===== src/rtl/exc_pkg.sv =====
package exc_pkg;

    typedef enum logic [3:0] {
        FK_INTR         = 4'd0,
        FK_ADDR         = 4'd1,
        FK_TLB_REFILL   = 4'd2,
        FK_TLB_INVALID  = 4'd3,
        FK_TLB_MOD      = 4'd4,
        FK_COP_UNUSABLE = 4'd5,
        FK_SYSCALL      = 4'd6,
        FK_BREAK        = 4'd7,
        FK_RESERVED_OP  = 4'd8,
        FK_OVERFLOW     = 4'd9,
        FK_TRAP         = 4'd10,
        FK_MCHECK       = 4'd11,
        FK_IFETCH_BUS   = 4'd12,
        FK_DATA_BUS     = 4'd13,
        FK_WATCH        = 4'd14,
        FK_CACHE_ERR    = 4'd15
    } fault_kind_e;

    typedef enum logic [1:0] {
        CSR_STATUS  = 2'd0,
        CSR_CAUSE   = 2'd1,
        CSR_EBASE   = 2'd2,
        CSR_CONTEXT = 2'd3
    } csr_sel_e;

    localparam int CODE_W = 5;

    localparam logic [CODE_W-1:0] EC_INT      = 5'd0;
    localparam logic [CODE_W-1:0] EC_TLB_MOD  = 5'd1;
    localparam logic [CODE_W-1:0] EC_TLB_LD   = 5'd2;
    localparam logic [CODE_W-1:0] EC_TLB_ST   = 5'd3;
    localparam logic [CODE_W-1:0] EC_ADR_LD   = 5'd4;
    localparam logic [CODE_W-1:0] EC_ADR_ST   = 5'd5;
    localparam logic [CODE_W-1:0] EC_IBUS     = 5'd6;
    localparam logic [CODE_W-1:0] EC_DBUS     = 5'd7;
    localparam logic [CODE_W-1:0] EC_SYSCALL  = 5'd8;
    localparam logic [CODE_W-1:0] EC_BREAK    = 5'd9;
    localparam logic [CODE_W-1:0] EC_RESV     = 5'd10;
    localparam logic [CODE_W-1:0] EC_COP      = 5'd11;
    localparam logic [CODE_W-1:0] EC_OVF      = 5'd12;
    localparam logic [CODE_W-1:0] EC_TRAP     = 5'd13;
    localparam logic [CODE_W-1:0] EC_WATCH    = 5'd23;
    localparam logic [CODE_W-1:0] EC_MCHECK   = 5'd24;
    localparam logic [CODE_W-1:0] EC_CACHE    = 5'd30;

    // Field positions that software and the vector logic both decode
    localparam int ST_BEV_BIT   = 22;
    localparam int ST_EXL_BIT   = 1;
    localparam int CA_IV_BIT    = 23;
    localparam int CA_CE_LSB    = 28;
    localparam int CA_CODE_LSB  = 2;
    localparam int CTX_VPN_LSB  = 4;

    localparam logic [31:0] BOOT_BASE   = 32'hBFC0_0200;
    localparam logic [31:0] OFF_GENERAL = 32'h0000_0180;
    localparam logic [31:0] OFF_INTVEC  = 32'h0000_0200;
    localparam logic [31:0] OFF_REFILL  = 32'h0000_0000;

endpackage


===== src/rtl/exc_classify.sv =====
module exc_classify
    import exc_pkg::*;
(
    input  fault_kind_e        kind,
    input  logic               is_store,
    input  logic               cause_iv,
    input  logic               status_exl,
    input  logic               status_bev,
    input  logic [31:0]        ebase,
    output logic [CODE_W-1:0]  code,
    output logic [31:0]        vector,
    output logic               wr_badv,
    output logic               wr_tlb,
    output logic               wr_ce
);

    logic [31:0] offset;
    logic [31:0] base;

    always_comb begin
        code    = EC_INT;
        offset  = OFF_GENERAL;
        wr_badv = 1'b0;
        wr_tlb  = 1'b0;
        wr_ce   = 1'b0;
        unique case (kind)
            FK_INTR: begin
                code   = EC_INT;
                offset = cause_iv ? OFF_INTVEC : OFF_GENERAL;
            end
            FK_ADDR: begin
                code    = is_store ? EC_ADR_ST : EC_ADR_LD;
                wr_badv = 1'b1;
            end
            FK_TLB_REFILL: begin
                code    = is_store ? EC_TLB_ST : EC_TLB_LD;
                offset  = status_exl ? OFF_GENERAL : OFF_REFILL;
                wr_badv = 1'b1;
                wr_tlb  = 1'b1;
            end
            FK_TLB_INVALID: begin
                code    = is_store ? EC_TLB_ST : EC_TLB_LD;
                wr_badv = 1'b1;
                wr_tlb  = 1'b1;
            end
            FK_TLB_MOD: begin
                code    = EC_TLB_MOD;
                wr_badv = 1'b1;
                wr_tlb  = 1'b1;
            end
            FK_COP_UNUSABLE: begin
                code  = EC_COP;
                wr_ce = 1'b1;
            end
            FK_SYSCALL:     code = EC_SYSCALL;
            FK_BREAK:       code = EC_BREAK;
            FK_RESERVED_OP: code = EC_RESV;
            FK_OVERFLOW:    code = EC_OVF;
            FK_TRAP:        code = EC_TRAP;
            FK_MCHECK:      code = EC_MCHECK;
            FK_IFETCH_BUS:  code = EC_IBUS;
            FK_DATA_BUS:    code = EC_DBUS;
            FK_WATCH:       code = EC_WATCH;
            FK_CACHE_ERR:   code = EC_CACHE;
        endcase
    end

    assign base   = status_bev ? BOOT_BASE : ebase;
    assign vector = base + offset;

endmodule


===== src/rtl/exc_resp_fsm.sv =====
module exc_resp_fsm #(
    parameter int AW = 32,
    parameter int CW = 5
) (
    input  logic          clk,
    input  logic          rst_n,
    input  logic          fault_valid,
    input  logic [AW-1:0] vec_in,
    input  logic [CW-1:0] code_in,
    output logic          accept,
    output logic          vector_valid,
    output logic [AW-1:0] vector_addr,
    output logic [CW-1:0] exc_code
);

    typedef enum logic {
        S_IDLE    = 1'b0,
        S_RESPOND = 1'b1
    } state_e;

    state_e state_q, state_d;

    // Transitions: T_ACCEPT (S_IDLE -> S_RESPOND), T_RETIRE (S_RESPOND -> S_IDLE)
    always_comb begin
        state_d = state_q;
        unique case (state_q)
            S_IDLE:    state_d = fault_valid ? S_RESPOND : S_IDLE;
            S_RESPOND: state_d = S_IDLE;
        endcase
    end

    always_ff @(posedge clk) begin
        if (!rst_n) state_q <= S_IDLE;
        else        state_q <= state_d;
    end

    assign accept       = (state_q == S_IDLE) && fault_valid;
    assign vector_valid = (state_q == S_RESPOND);

    always_ff @(posedge clk) begin
        if (!rst_n) begin
            vector_addr <= '0;
            exc_code    <= '0;
        end else if (accept) begin
            vector_addr <= vec_in;
            exc_code    <= code_in;
        end
    end

    // response lasts exactly one cycle
    p_pulse_r12: assert property (@(posedge clk) disable iff (!rst_n)
        vector_valid |=> !vector_valid);

    // an idle request is answered on the next cycle
    p_accept_r12: assert property (@(posedge clk) disable iff (!rst_n)
        (fault_valid && !vector_valid) |=> vector_valid);

    // a request during the response cycle is dropped
    p_drop_busy_r12: assert property (@(posedge clk) disable iff (!rst_n)
        (vector_valid && fault_valid) |=> (!vector_valid && $stable(exc_code)));

endmodule


===== src/rtl/exc_csr_file.sv =====
module exc_csr_file
    import exc_pkg::*;
#(
    parameter int          VPN_W     = 20,
    parameter int          ASID_W    = 8,
    parameter logic [31:0] EBASE_RST = 32'h8000_0000
) (
    input  logic              clk,
    input  logic              rst_n,
    input  logic              accept,
    input  logic [CODE_W-1:0] code,
    input  logic              wr_badv,
    input  logic              wr_tlb,
    input  logic              wr_ce,
    input  logic [31:0]       vaddr,
    input  logic [ASID_W-1:0] asid,
    input  logic [VPN_W-1:0]  vpn,
    input  logic [1:0]        cop,
    input  logic              csr_we,
    input  csr_sel_e          csr_sel,
    input  logic [31:0]       csr_wdata,
    output logic [31:0]       status_q,
    output logic [31:0]       cause_q,
    output logic [31:0]       ebase_q,
    output logic [31:0]       badv_q,
    output logic [31:0]       entryhi_q,
    output logic [31:0]       context_q
);

    localparam int VPN2_W = VPN_W - 2;
    localparam int PAD_W  = 32 - VPN2_W - 2 - ASID_W;
    localparam logic [31:0] CTX_MASK = {{(32-VPN2_W){1'b0}}, {VPN2_W{1'b1}}} << CTX_VPN_LSB;

    logic [VPN2_W-1:0] vpn2;
    logic [1:0]        vpnx;

    assign vpn2 = vpn[VPN_W-1:2];
    assign vpnx = vpn[1:0];

    always_ff @(posedge clk) begin
        if (!rst_n) begin
            status_q  <= 32'h1 << ST_BEV_BIT;
            cause_q   <= '0;
            ebase_q   <= EBASE_RST;
            badv_q    <= '0;
            entryhi_q <= '0;
            context_q <= '0;
        end else if (accept) begin
            cause_q[CA_CODE_LSB +: CODE_W] <= code;
            status_q[ST_EXL_BIT]           <= 1'b1;
            if (wr_badv) badv_q <= vaddr;
            if (wr_tlb) begin
                entryhi_q                        <= {vpn2, vpnx, {PAD_W{1'b0}}, asid};
                context_q[CTX_VPN_LSB +: VPN2_W] <= vpn2;
            end
            if (wr_ce) cause_q[CA_CE_LSB +: 2] <= cop;
        end else if (csr_we) begin
            unique case (csr_sel)
                CSR_STATUS:  status_q            <= csr_wdata;
                CSR_CAUSE:   cause_q[CA_IV_BIT]  <= csr_wdata[CA_IV_BIT];
                CSR_EBASE:   ebase_q             <= {csr_wdata[31:12], 12'h000};
                CSR_CONTEXT: context_q           <= csr_wdata;
            endcase
        end
    end

    // every accepted fault leaves EXL set
    p_exl_set_r11: assert property (@(posedge clk) disable iff (!rst_n)
        accept |=> status_q[ST_EXL_BIT]);

    // kinds that do not own BadVAddr leave it alone
    p_badv_keep_r7: assert property (@(posedge clk) disable iff (!rst_n)
        (accept && !wr_badv) |=> $stable(badv_q));

    // Context bits outside BadVPN2 survive a fault
    p_ctx_keep_r9: assert property (@(posedge clk) disable iff (!rst_n)
        accept |=> ((context_q & ~CTX_MASK) == $past(context_q & ~CTX_MASK)));

    // a fault discards a same-cycle EBase write
    p_fault_wins_r13: assert property (@(posedge clk) disable iff (!rst_n)
        accept |=> $stable(ebase_q));

endmodule


===== src/rtl/exc_vector_unit.sv =====
module exc_vector_unit
    import exc_pkg::*;
#(
    parameter int          VPN_W     = 20,
    parameter int          ASID_W    = 8,
    parameter logic [31:0] EBASE_RST = 32'h8000_0000
) (
    input  logic              clk,
    input  logic              rst_n,
    input  logic              fault_valid,
    input  logic [3:0]        fault_kind,
    input  logic              fault_store,
    input  logic [31:0]       fault_vaddr,
    input  logic [ASID_W-1:0] fault_asid,
    input  logic [VPN_W-1:0]  fault_vpn,
    input  logic [1:0]        fault_cop,
    input  logic              csr_we,
    input  logic [1:0]        csr_sel,
    input  logic [31:0]       csr_wdata,
    output logic              vector_valid,
    output logic [31:0]       vector_addr,
    output logic [4:0]        exc_code,
    output logic [31:0]       status_o,
    output logic [31:0]       cause_o,
    output logic [31:0]       ebase_o,
    output logic [31:0]       badvaddr_o,
    output logic [31:0]       entryhi_o,
    output logic [31:0]       context_o
);

    logic [CODE_W-1:0] cls_code;
    logic [31:0]       cls_vector;
    logic              cls_wr_badv, cls_wr_tlb, cls_wr_ce;
    logic              accept;

    exc_classify u_classify (
        .kind       (fault_kind_e'(fault_kind)),
        .is_store   (fault_store),
        .cause_iv   (cause_o[CA_IV_BIT]),
        .status_exl (status_o[ST_EXL_BIT]),
        .status_bev (status_o[ST_BEV_BIT]),
        .ebase      (ebase_o),
        .code       (cls_code),
        .vector     (cls_vector),
        .wr_badv    (cls_wr_badv),
        .wr_tlb     (cls_wr_tlb),
        .wr_ce      (cls_wr_ce)
    );

    exc_resp_fsm #(.AW(32), .CW(CODE_W)) u_fsm (
        .clk          (clk),
        .rst_n        (rst_n),
        .fault_valid  (fault_valid),
        .vec_in       (cls_vector),
        .code_in      (cls_code),
        .accept       (accept),
        .vector_valid (vector_valid),
        .vector_addr  (vector_addr),
        .exc_code     (exc_code)
    );

    exc_csr_file #(.VPN_W(VPN_W), .ASID_W(ASID_W), .EBASE_RST(EBASE_RST)) u_csr (
        .clk       (clk),
        .rst_n     (rst_n),
        .accept    (accept),
        .code      (cls_code),
        .wr_badv   (cls_wr_badv),
        .wr_tlb    (cls_wr_tlb),
        .wr_ce     (cls_wr_ce),
        .vaddr     (fault_vaddr),
        .asid      (fault_asid),
        .vpn       (fault_vpn),
        .cop       (fault_cop),
        .csr_we    (csr_we),
        .csr_sel   (csr_sel_e'(csr_sel)),
        .csr_wdata (csr_wdata),
        .status_q  (status_o),
        .cause_q   (cause_o),
        .ebase_q   (ebase_o),
        .badv_q    (badvaddr_o),
        .entryhi_q (entryhi_o),
        .context_q (context_o)
    );

endmodule


===== config.mk =====
export PLATFORM = sky130hd
export DESIGN_NAME = exc_vector_unit
export DESIGN_NICKNAME = d
export VERILOG_FILES = /design/src/rtl/exc_pkg.sv /design/src/rtl/exc_classify.sv /design/src/rtl/exc_resp_fsm.sv /design/src/rtl/exc_csr_file.sv /design/src/rtl/exc_vector_unit.sv
export SDC_FILE = /design/constraint.sdc
export NUM_CORES = 1
export LEC_CHECK = 0
export BUFFER_PORTS_ARGS = -buffer_cell sky130_fd_sc_hd__buf_2
export CORE_UTILIZATION = 45
export CTS_CLUSTER_DIAMETER = 60
export DETAILED_ROUTE_END_ITERATION = 8
export PLACE_DENSITY_LB_ADDON = 0.05
export SYNTH_ARGS = -nofsm -noshare
export SYNTH_HDL_FRONTEND = slang
export SYNTH_HIERARCHICAL = 1
export SYNTH_SLANG_ARGS = --single-unit

===== constraint.sdc =====
create_clock -name clk -period 3.25 [get_ports clk]
set_clock_uncertainty 0.1 [all_clocks]
set_input_delay 0.65 -clock clk [delete_from_list [all_inputs] [get_ports clk]]
set_output_delay 0.65 -clock clk [all_outputs]
set_load 0.01 [all_outputs]

### Yosys cells after proc, flatten, opt, wreduce, memory -nomap -nowiden

Cells that the tools add are included.

* mux-type cells: 19
* add/sub/neg operators: 1
* reductions and logical operators: 18
* equal/unequal tests: 19
* bitwise operators: 2

Operator list (count)
* $pmux 5 s15: 1
* $pmux 32 s2: 1
* $mux 22: 2
* $mux 18: 2
* $add 32x32->32: 1
* $eq 4x4->1 const B: 8
* $mux 32: 1
* $eq 4x3->1 const B: 4
* $reduce_and 3->1: 5
* $mux 10: 1
* $mux 9: 1
* $eq 4x2->1 const B: 2
* $reduce_and 2->1: 4
* $mux 1: 7
* $reduce_bool 2->1: 3
* $eq 2x2->1 const B: 2
* $eq 4x1->1 const B: 1
* $logic_not 4->1: 1
* $mux 2: 2
* $reduce_or 4->1: 1
* $reduce_or 3->1: 1
* $eq 2x1->1 const B: 1
* $logic_not 2->1: 1
* $ne 2x2->1 const B: 1
* other kinds (4): 5

* logic and storage cells: 71
* output and inout bits: 230
* input port bits: 105
* bits in registers: 185

### Logic depth before layout (Yosys ltp)

Gate-level depths: netlist of the first run.

* word-level depth: 5
* gate-level depth with buffers: 11

### Cells and area by module

The synthesis of the first run kept the hierarchy.

Modules (own cells, without submodules)
* exc_csr_file: cells an instance 712, area each 6075.8 µm², times used 1, sequential area each 3042.9 µm²
* exc_resp_fsm: cells an instance 164, area each 1519.0 µm², times used 1, sequential area each 760.7 µm²
* exc_classify: cells an instance 148, area each 933.4 µm², times used 1, sequential area each 0.0 µm²

### Worst setup path before layout of the first run

Ideal clock, no wire load.

* path type: input -> register
* from: input port fault_valid
* to: register u_csr.context_q[11]
* data arrival time: 2.082 ns
* buffers on the path: 5
* stages: 9
* path slack: 0.944 ns
* cell sequence: nor2b_4 > buf_6 > buf_8 > buf_6 > buf_2 > nand4b_1 > nand2_1 > buf_2 > a21oi_1

* longest elaborated chain between the ends: 3
* elaborated cells between the ends (all ways): 6

Ends and longest elaborated chain
* start, declared: line exc_vector_unit.sv:10 `input logic fault_valid,`
* $logic_and 1x1->1 *: line exc_resp_fsm.sv:37 `assign accept = (state_q == S_IDLE) && fault_valid;`
* via accept: line exc_vector_unit.sv:34 `logic accept;`
* $ne 2x2->1 (no line) / $reduce_bool 2->1 (equally long branches)
* $reduce_and 3->1 (no line)
* end signal, assigned by index: line exc_csr_file.sv:54 `context_q[CTX_VPN_LSB +: VPN2_W] <= vpn2;`
* end signal, assigned: line exc_csr_file.sv:62 `CSR_CONTEXT: context_q <= csr_wdata;`
* end, declared: line exc_csr_file.sv:27 `output logic [31:0] context_q`

The timed path passes the listed nets; every way through them passes the cells marked *.
A chain may end at the register's enable or synchronous reset.

### Worst setup path in the final report of the first run

* from: register u_fsm.state_q (netlist: u_fsm/vector_valid)
* to: register u_csr.context_q[18]

* longest elaborated chain between the ends: 4
* elaborated cells between the ends (all ways): 7

Ends and longest elaborated chain
* start, declared: line exc_resp_fsm.sv:21 `state_e state_q, state_d;`
* start signal, assigned: line exc_resp_fsm.sv:34 `else state_q <= state_d;`
* $not 1->1 *: line exc_resp_fsm.sv:37
* $logic_and 1x1->1 *: line exc_resp_fsm.sv:37
* via accept: line exc_vector_unit.sv:34
* $ne 2x2->1 (no line) / $reduce_bool 2->1 (equally long branches)
* $reduce_and 3->1 (no line)

Marked as above.

==> results.yml, run 1 <==
run_status:
  run_status: "complete, no violations"
worst_setup_path:
  slowest_delay_ns: 0.44
  r2r_start: "u_fsm/vector_valid"
  crit_family: "simple AND/OR/NAND/NOR gates"
  rrSetupSlack_ns: 1.04
  path_buf_inv: 2
  reg2reg_depth: 6
  r2r_end: "u_csr/context_q[18]"
  crit_type: "reg -> reg"
  cp-start-kind: "flop"
  crit_path_cell_trace: "nor2b_4, buf_4, nand4b_1, buf_4, nand2_1, a21oi_1"
  crit_path_frequent_cell: "buf_4"
  crit_fanout: 18
  worst_ep_required_time_ns: 3.50
  critical_path.slowest_cell: "nand2_1"
  crit_arrival_ns: 2.46
  worstSetupEndpointType: "flop"
logic_synthesis:
  ys_ff_latch: 190
  yosysWarningCount: 6
  syn_area_mm2: 0.00853
  synth_ff_type: "dfxtp_1"
  ys_types: 56
  synth_area_per_cell_um2: 8.33
  synth-seq-area-share_pct: 44.6
  netlist_instances: 1024
  ys_top_cells_by_area: "dfxtp_1, nand2_1, a21boi_0"
  yosys.area.top_type: "dfxtp_1"
  synth_top_cell_area_share_pct: 44.6
  yosysMostFrequentCell: "nand2_1"
  synth_edf_count: 0
  synthTopCellsByCount: "nand2_1, dfxtp_1, a21boi_0, mux2i_1, a21boi_1"
  ys_async_sr_fraction_pct: 0
final_layout:
  finalNetCount: 1385
  fillers: 1785
  drive_above_1_share_pct: 27.2
  fin_cells: 1519
  finalCoreUtilization_pct: 57.5
  areaGrowthSynthToFinish_pct: 23.2
power:
  p_per_area_mw_per_mm2: 487
  power_leakage_uw: 0.00470
  ir_worst_vdd_mv: 0.366
global_route:
  grt_use_total_pct: 24.5
  grt_pass1_vias: 7179
  grt_first_pass_wirelength_um: 38200
  antenna_found_initial: 2
  grt-ovfl-total: 0
  grt_max_degree: 228
die:
  rows: 49
  die_w_um: 140
  initial_core_util_pct: 46.7
  core_mm2: 0.0183
  top_level_ports: 335
  design.die.area_mm2: 0.0195
  die_h_um: 140
route:
  dr_wl_met3_um: 1730
  met1_length_um: 10800
  drt-wirelength-per-cell_um: 15.9
  drt-total-wl_um: 24200
  via_per_inst: 5.03
  ant_nets: 0
  routed.top_layer: "met4"
  drtIter0Drc: 446
  firstDrtPassIters: 5
  vias: 7643
  drc: 0
  routed-wl-met2_um: 11300
clocking:
  ctsHtreeMaxLevel: 4
  path_clk_slew_ns: 0.07
  cts_hold_buf: 0
  clock_sinks: 190
  clock_latency_ns: 0.43
  cts_made_buffers: 17
  cts_tree: "built"
  post_cts_buffers: 0
  cts_buffer_depth: 2
  cts_resized: 0
  root_buffer: "clkbuf_16"
timing:
  hold_slack_ns: 0.354
  hold_viol: 0
  finalCritPeriodShare_pct: 68.1
  rsz0062_at_grt: "false"
  worst_pin_slew_ns: 0.952
  max_freq_ghz: 0.452
  fin_crit_ns: 2.21
  maxSlewHeadroom_pct: 36.2
  setup_tns_ns: 0
  slew_violations: 0
  setup_viol: 0
placement:
  post-place-cells: 1486
  gp_congestion: 0.789
  placement.io_buffers: 294
  hpwl_um: 16500
min_path:
  hp-class: "reg -> reg"
  hold_depth: 2
  min_to: "u_csr/status_q[3]"
  worstHoldStart: "u_csr/status_q[3]"
flow_run:
  cap_violations: 0
==> logic make-up (layout without fill, tap and decap cells) <==
kind of cell             after synthesis  in the layout  synth area share (%)
XOR/XNOR                              10             10                  1.03
adder cells (fa/ha/maj)                4              4                 0.675
other                                  1             41                0.0440
AO/OA/AOI/OAI                        210            210                  17.6
flip-flops                           190            190                  44.6
buffers and inverters                119            345                  7.95
AND/OR/NAND/NOR                      441            441                  22.3
multiplexers                          49             49                  5.75
==> area by class of cell <==
cell class	count	area (µm²)	area share [%]
Inverter	3	11.3	0.107
Clock inverter	11	106	1.01
Tap cell	229	287	2.73
Clock buffer	21	470	4.48
Multi-Input combinational cell	754	4220	40.1
Timing Repair Buffer	310	1610	15.3
Sequential cell	190	3800	36.2
Antenna cell	1	2.50	0.0238
==> worst max-delay path by stage <==
stage                             startpoint             endpoint  cells after the start
after CTS                 u_fsm/vector_valid  u_csr/context_q[18]                      6
after global routing      u_fsm/vector_valid  u_csr/context_q[12]                      6
after global placement           fault_valid  u_csr/context_q[15]                      7
after floorplan                  fault_valid  u_csr/context_q[11]                      9
after detailed placement         fault_valid  u_csr/context_q[16]                      7
final                     u_fsm/vector_valid  u_csr/context_q[18]                      6
==> registers in the layout, indices dropped and copies added, names as in the netlist <==
register	flops
u_csr/badv_q	32
u_csr/context_q	32
u_csr/status_q	32
u_fsm/vector_addr	32
u_csr/entryhi_q	28
u_csr/ebase_q	20
u_csr/cause_q	8
u_fsm/exc_code	5
u_fsm/vector_valid	1
==> power by group <==
group	total (µW)	switching (µW)	internal [µW]
clock	2080	948	1130
sequential	2460	51.2	2410
combinational	579	345	234
total	5120	1340	3770
==> routing by layer <==
layer | GRT usage (%) | vias to the layer above
met5 | 0 | -
met4 | 6.94 | 0
met3 | 8.26 | 26
met2 | 39.9 | 254
met1 | 30.6 | 3520
li1 | - | 3843
==> through the flow <==
stage / power (µW) / instance area, µm² / worst slack (ns)
floorplan: 2890 / 8670 / 0.944
global placement: 3090 / 9930 / 0.676
detailed placement: 3090 / 9930 / 0.635
CTS: 5160 / 10500 / 1.04
global route: 5310 / 10500 / 0.879
finish: 5120 / 10500 / 1.04
==> worst min-delay path, stage by stage, from the launching register on <==
cell,delay (ns)
dfxtp_1,0.31
nand2_1,0.05
a21boi_1,0.05
==> cell usage in the layout (no fill, tap or decap), types with 7 or more instances in the layout <==
master,instances
mux2i_1,49
nor2b_1,20
a21boi_1,46
buf_4,15
a21boi_0,80
o21ai_0,7
nand2_1,343
a22oi_1,18
nor2_1,19
xnor2_1,8
buf_2,293
clkbuf_16,17
a21oi_1,26
conb_1,40
dfxtp_1,190
nand3_1,12
o31ai_1,22
No activity file was read; power rests on OpenSTA's default activity.
==> run 2: changes to the inputs <==
- clock period: 3.25 -> 2.1 ns (I/O delays scaled with it)
==> results.yml, run 2 (synthesis gave the netlist of run 1 again) <==
run_status:
  run_status: "complete, no violations"
die:
  initial_core_util_pct: 46.7
  core_mm2: 0.0183
  design.die.area_mm2: 0.0195
  die_w_um: 140
  die_h_um: 140
  rows: 49
  top_level_ports: 335
timing:
  slew_violations: 0
  hold_slack_ns: 0.134
  maxSlewHeadroom_pct: 63.6
  fin_ws_ns: 0.265
  max_freq_ghz: 0.545
  setup_viol: 0
  setup_tns_ns: 0
  fin_crit_ns: 1.83
  finalCritPeriodShare_pct: 87.4
  rsz0062_at_grt: "false"
  hold_viol: 0
  worst_pin_slew_ns: 0.541
clocking:
  cts_tree: "built"
  ctsHtreeMaxLevel: 4
  path_clk_slew_ns: 0.07
  cts_hold_buf: 0
  cts_resized: 0
  post_cts_buffers: 0
  cts_made_buffers: 17
  root_buffer: "clkbuf_16"
  cts_buffer_depth: 2
  clock_latency_ns: 0.43
  clock_sinks: 190
final_layout:
  fin_area_mm2: 0.0107
  areaGrowthSynthToFinish_pct: 26.0
  layout_commonest_cell: "nand2_1"
  final_cell_mix: "nand2_1, buf_2, dfxtp_1"
  finalNetCount: 1397
  drive_above_1_share_pct: 27.8
  fillers: 1727
route:
  drtIter0Drc: 449
  vias: 7655
  firstDrtPassIters: 4
  drc: 0
  via_per_inst: 5.01
  drt-total-wl_um: 24000
  ant_nets: 0
  drt-wirelength-per-cell_um: 15.7
placement:
  placement.io_buffers: 294
  place_area_mm2: 0.0101
  pre_cts_ws_ns: 0.0868
  hpwl_um: 17100
  gp_congestion: 0.812
global_route:
  antenna_found_initial: 2
  grt_max_degree: 70
  grt_use_total_pct: 24.5
  grt-ovfl-total: 0
  grt_first_pass_wirelength_um: 38200
  grt_pass1_vias: 7194
worst_setup_path:
  cp-start-kind: "flop"
  path_buf_inv: 2
  critical_path.slowest_cell: "dfxtp_1"
  worst_ep_required_time_ns: 1.58
  crit_path_cell_trace: "buf_4, buf_2"
  slowest_delay_ns: 0.34
  crit_family: "buffers and inverters"
  worstSetupEndpointType: "output pin"
  crit_type: "reg -> out"
  rrSetupSlack_ns: 0.40
  crit_fanout: 33
  crit_arrival_ns: 1.31
power:
  power_leakage_uw: 0.00482
  fin_total_pwr_uw: 8130
  ir_worst_vdd_mv: 0.581
  p_per_area_mw_per_mm2: 757
min_path:
  hp-class: "in -> reg"
flow_run:
  cap_violations: 0
-- run 2: worst min-delay path: stages --
cell      delay (ns)
buf_2           0.09
nand2_1         0.04
a21boi_0        0.06
-- run 2: routing by layer --
layer	global-route usage [%]	vias up	part of all wire, %
met1	30.2	3535	44
met2	41.4	235	48
met3	6.78	24	6.4
li1	-	3861	-
met5	0	-	0
met4	7.98	0	1.6
-- run 2: final timing paths --
check,from,to,depth (start not counted)
worst max-delay path,u_csr/status_q[22],status_o[22],2
worst min-delay path,fault_vaddr[18],u_csr/badv_q[18],3
worst max register to register,u_fsm/vector_valid,u_csr/context_q[9],5
worst min register to register,u_csr/status_q[25],u_csr/status_q[25],2
-- run 2: stage by stage --
step / std cells / utilization, %
floorplan: 1063 / -
global placement: 1498 / 55.5
detailed placement: 1498 / 55.5
CTS: 1528 / 58.8
global route: 1529 / 58.8
finish: 1529 / 58.8
-- run 2: power breakdown --
group	leakage, µW	switching, µW	total (µW)	internal, µW
registers	0.00154	77.6	3810	3730
clock network	0.000300	1440	3380	1940
logic	0.00298	541	934	393
-- run 2: layout make-up --
cell class | instances | area [µm²] | share of cell area [%]
repair buffers | 322 | 1810 | 16.9
flip-flops and latches | 190 | 3800 | 35.4
well taps | 229 | 287 | 2.67
clock inverters | 11 | 156 | 1.46
multi-input cells | 754 | 4220 | 39.2
inverters | 3 | 11.3 | 0.105
clock buffers | 19 | 453 | 4.22
diodes | 1 | 2.50 | 0.0233
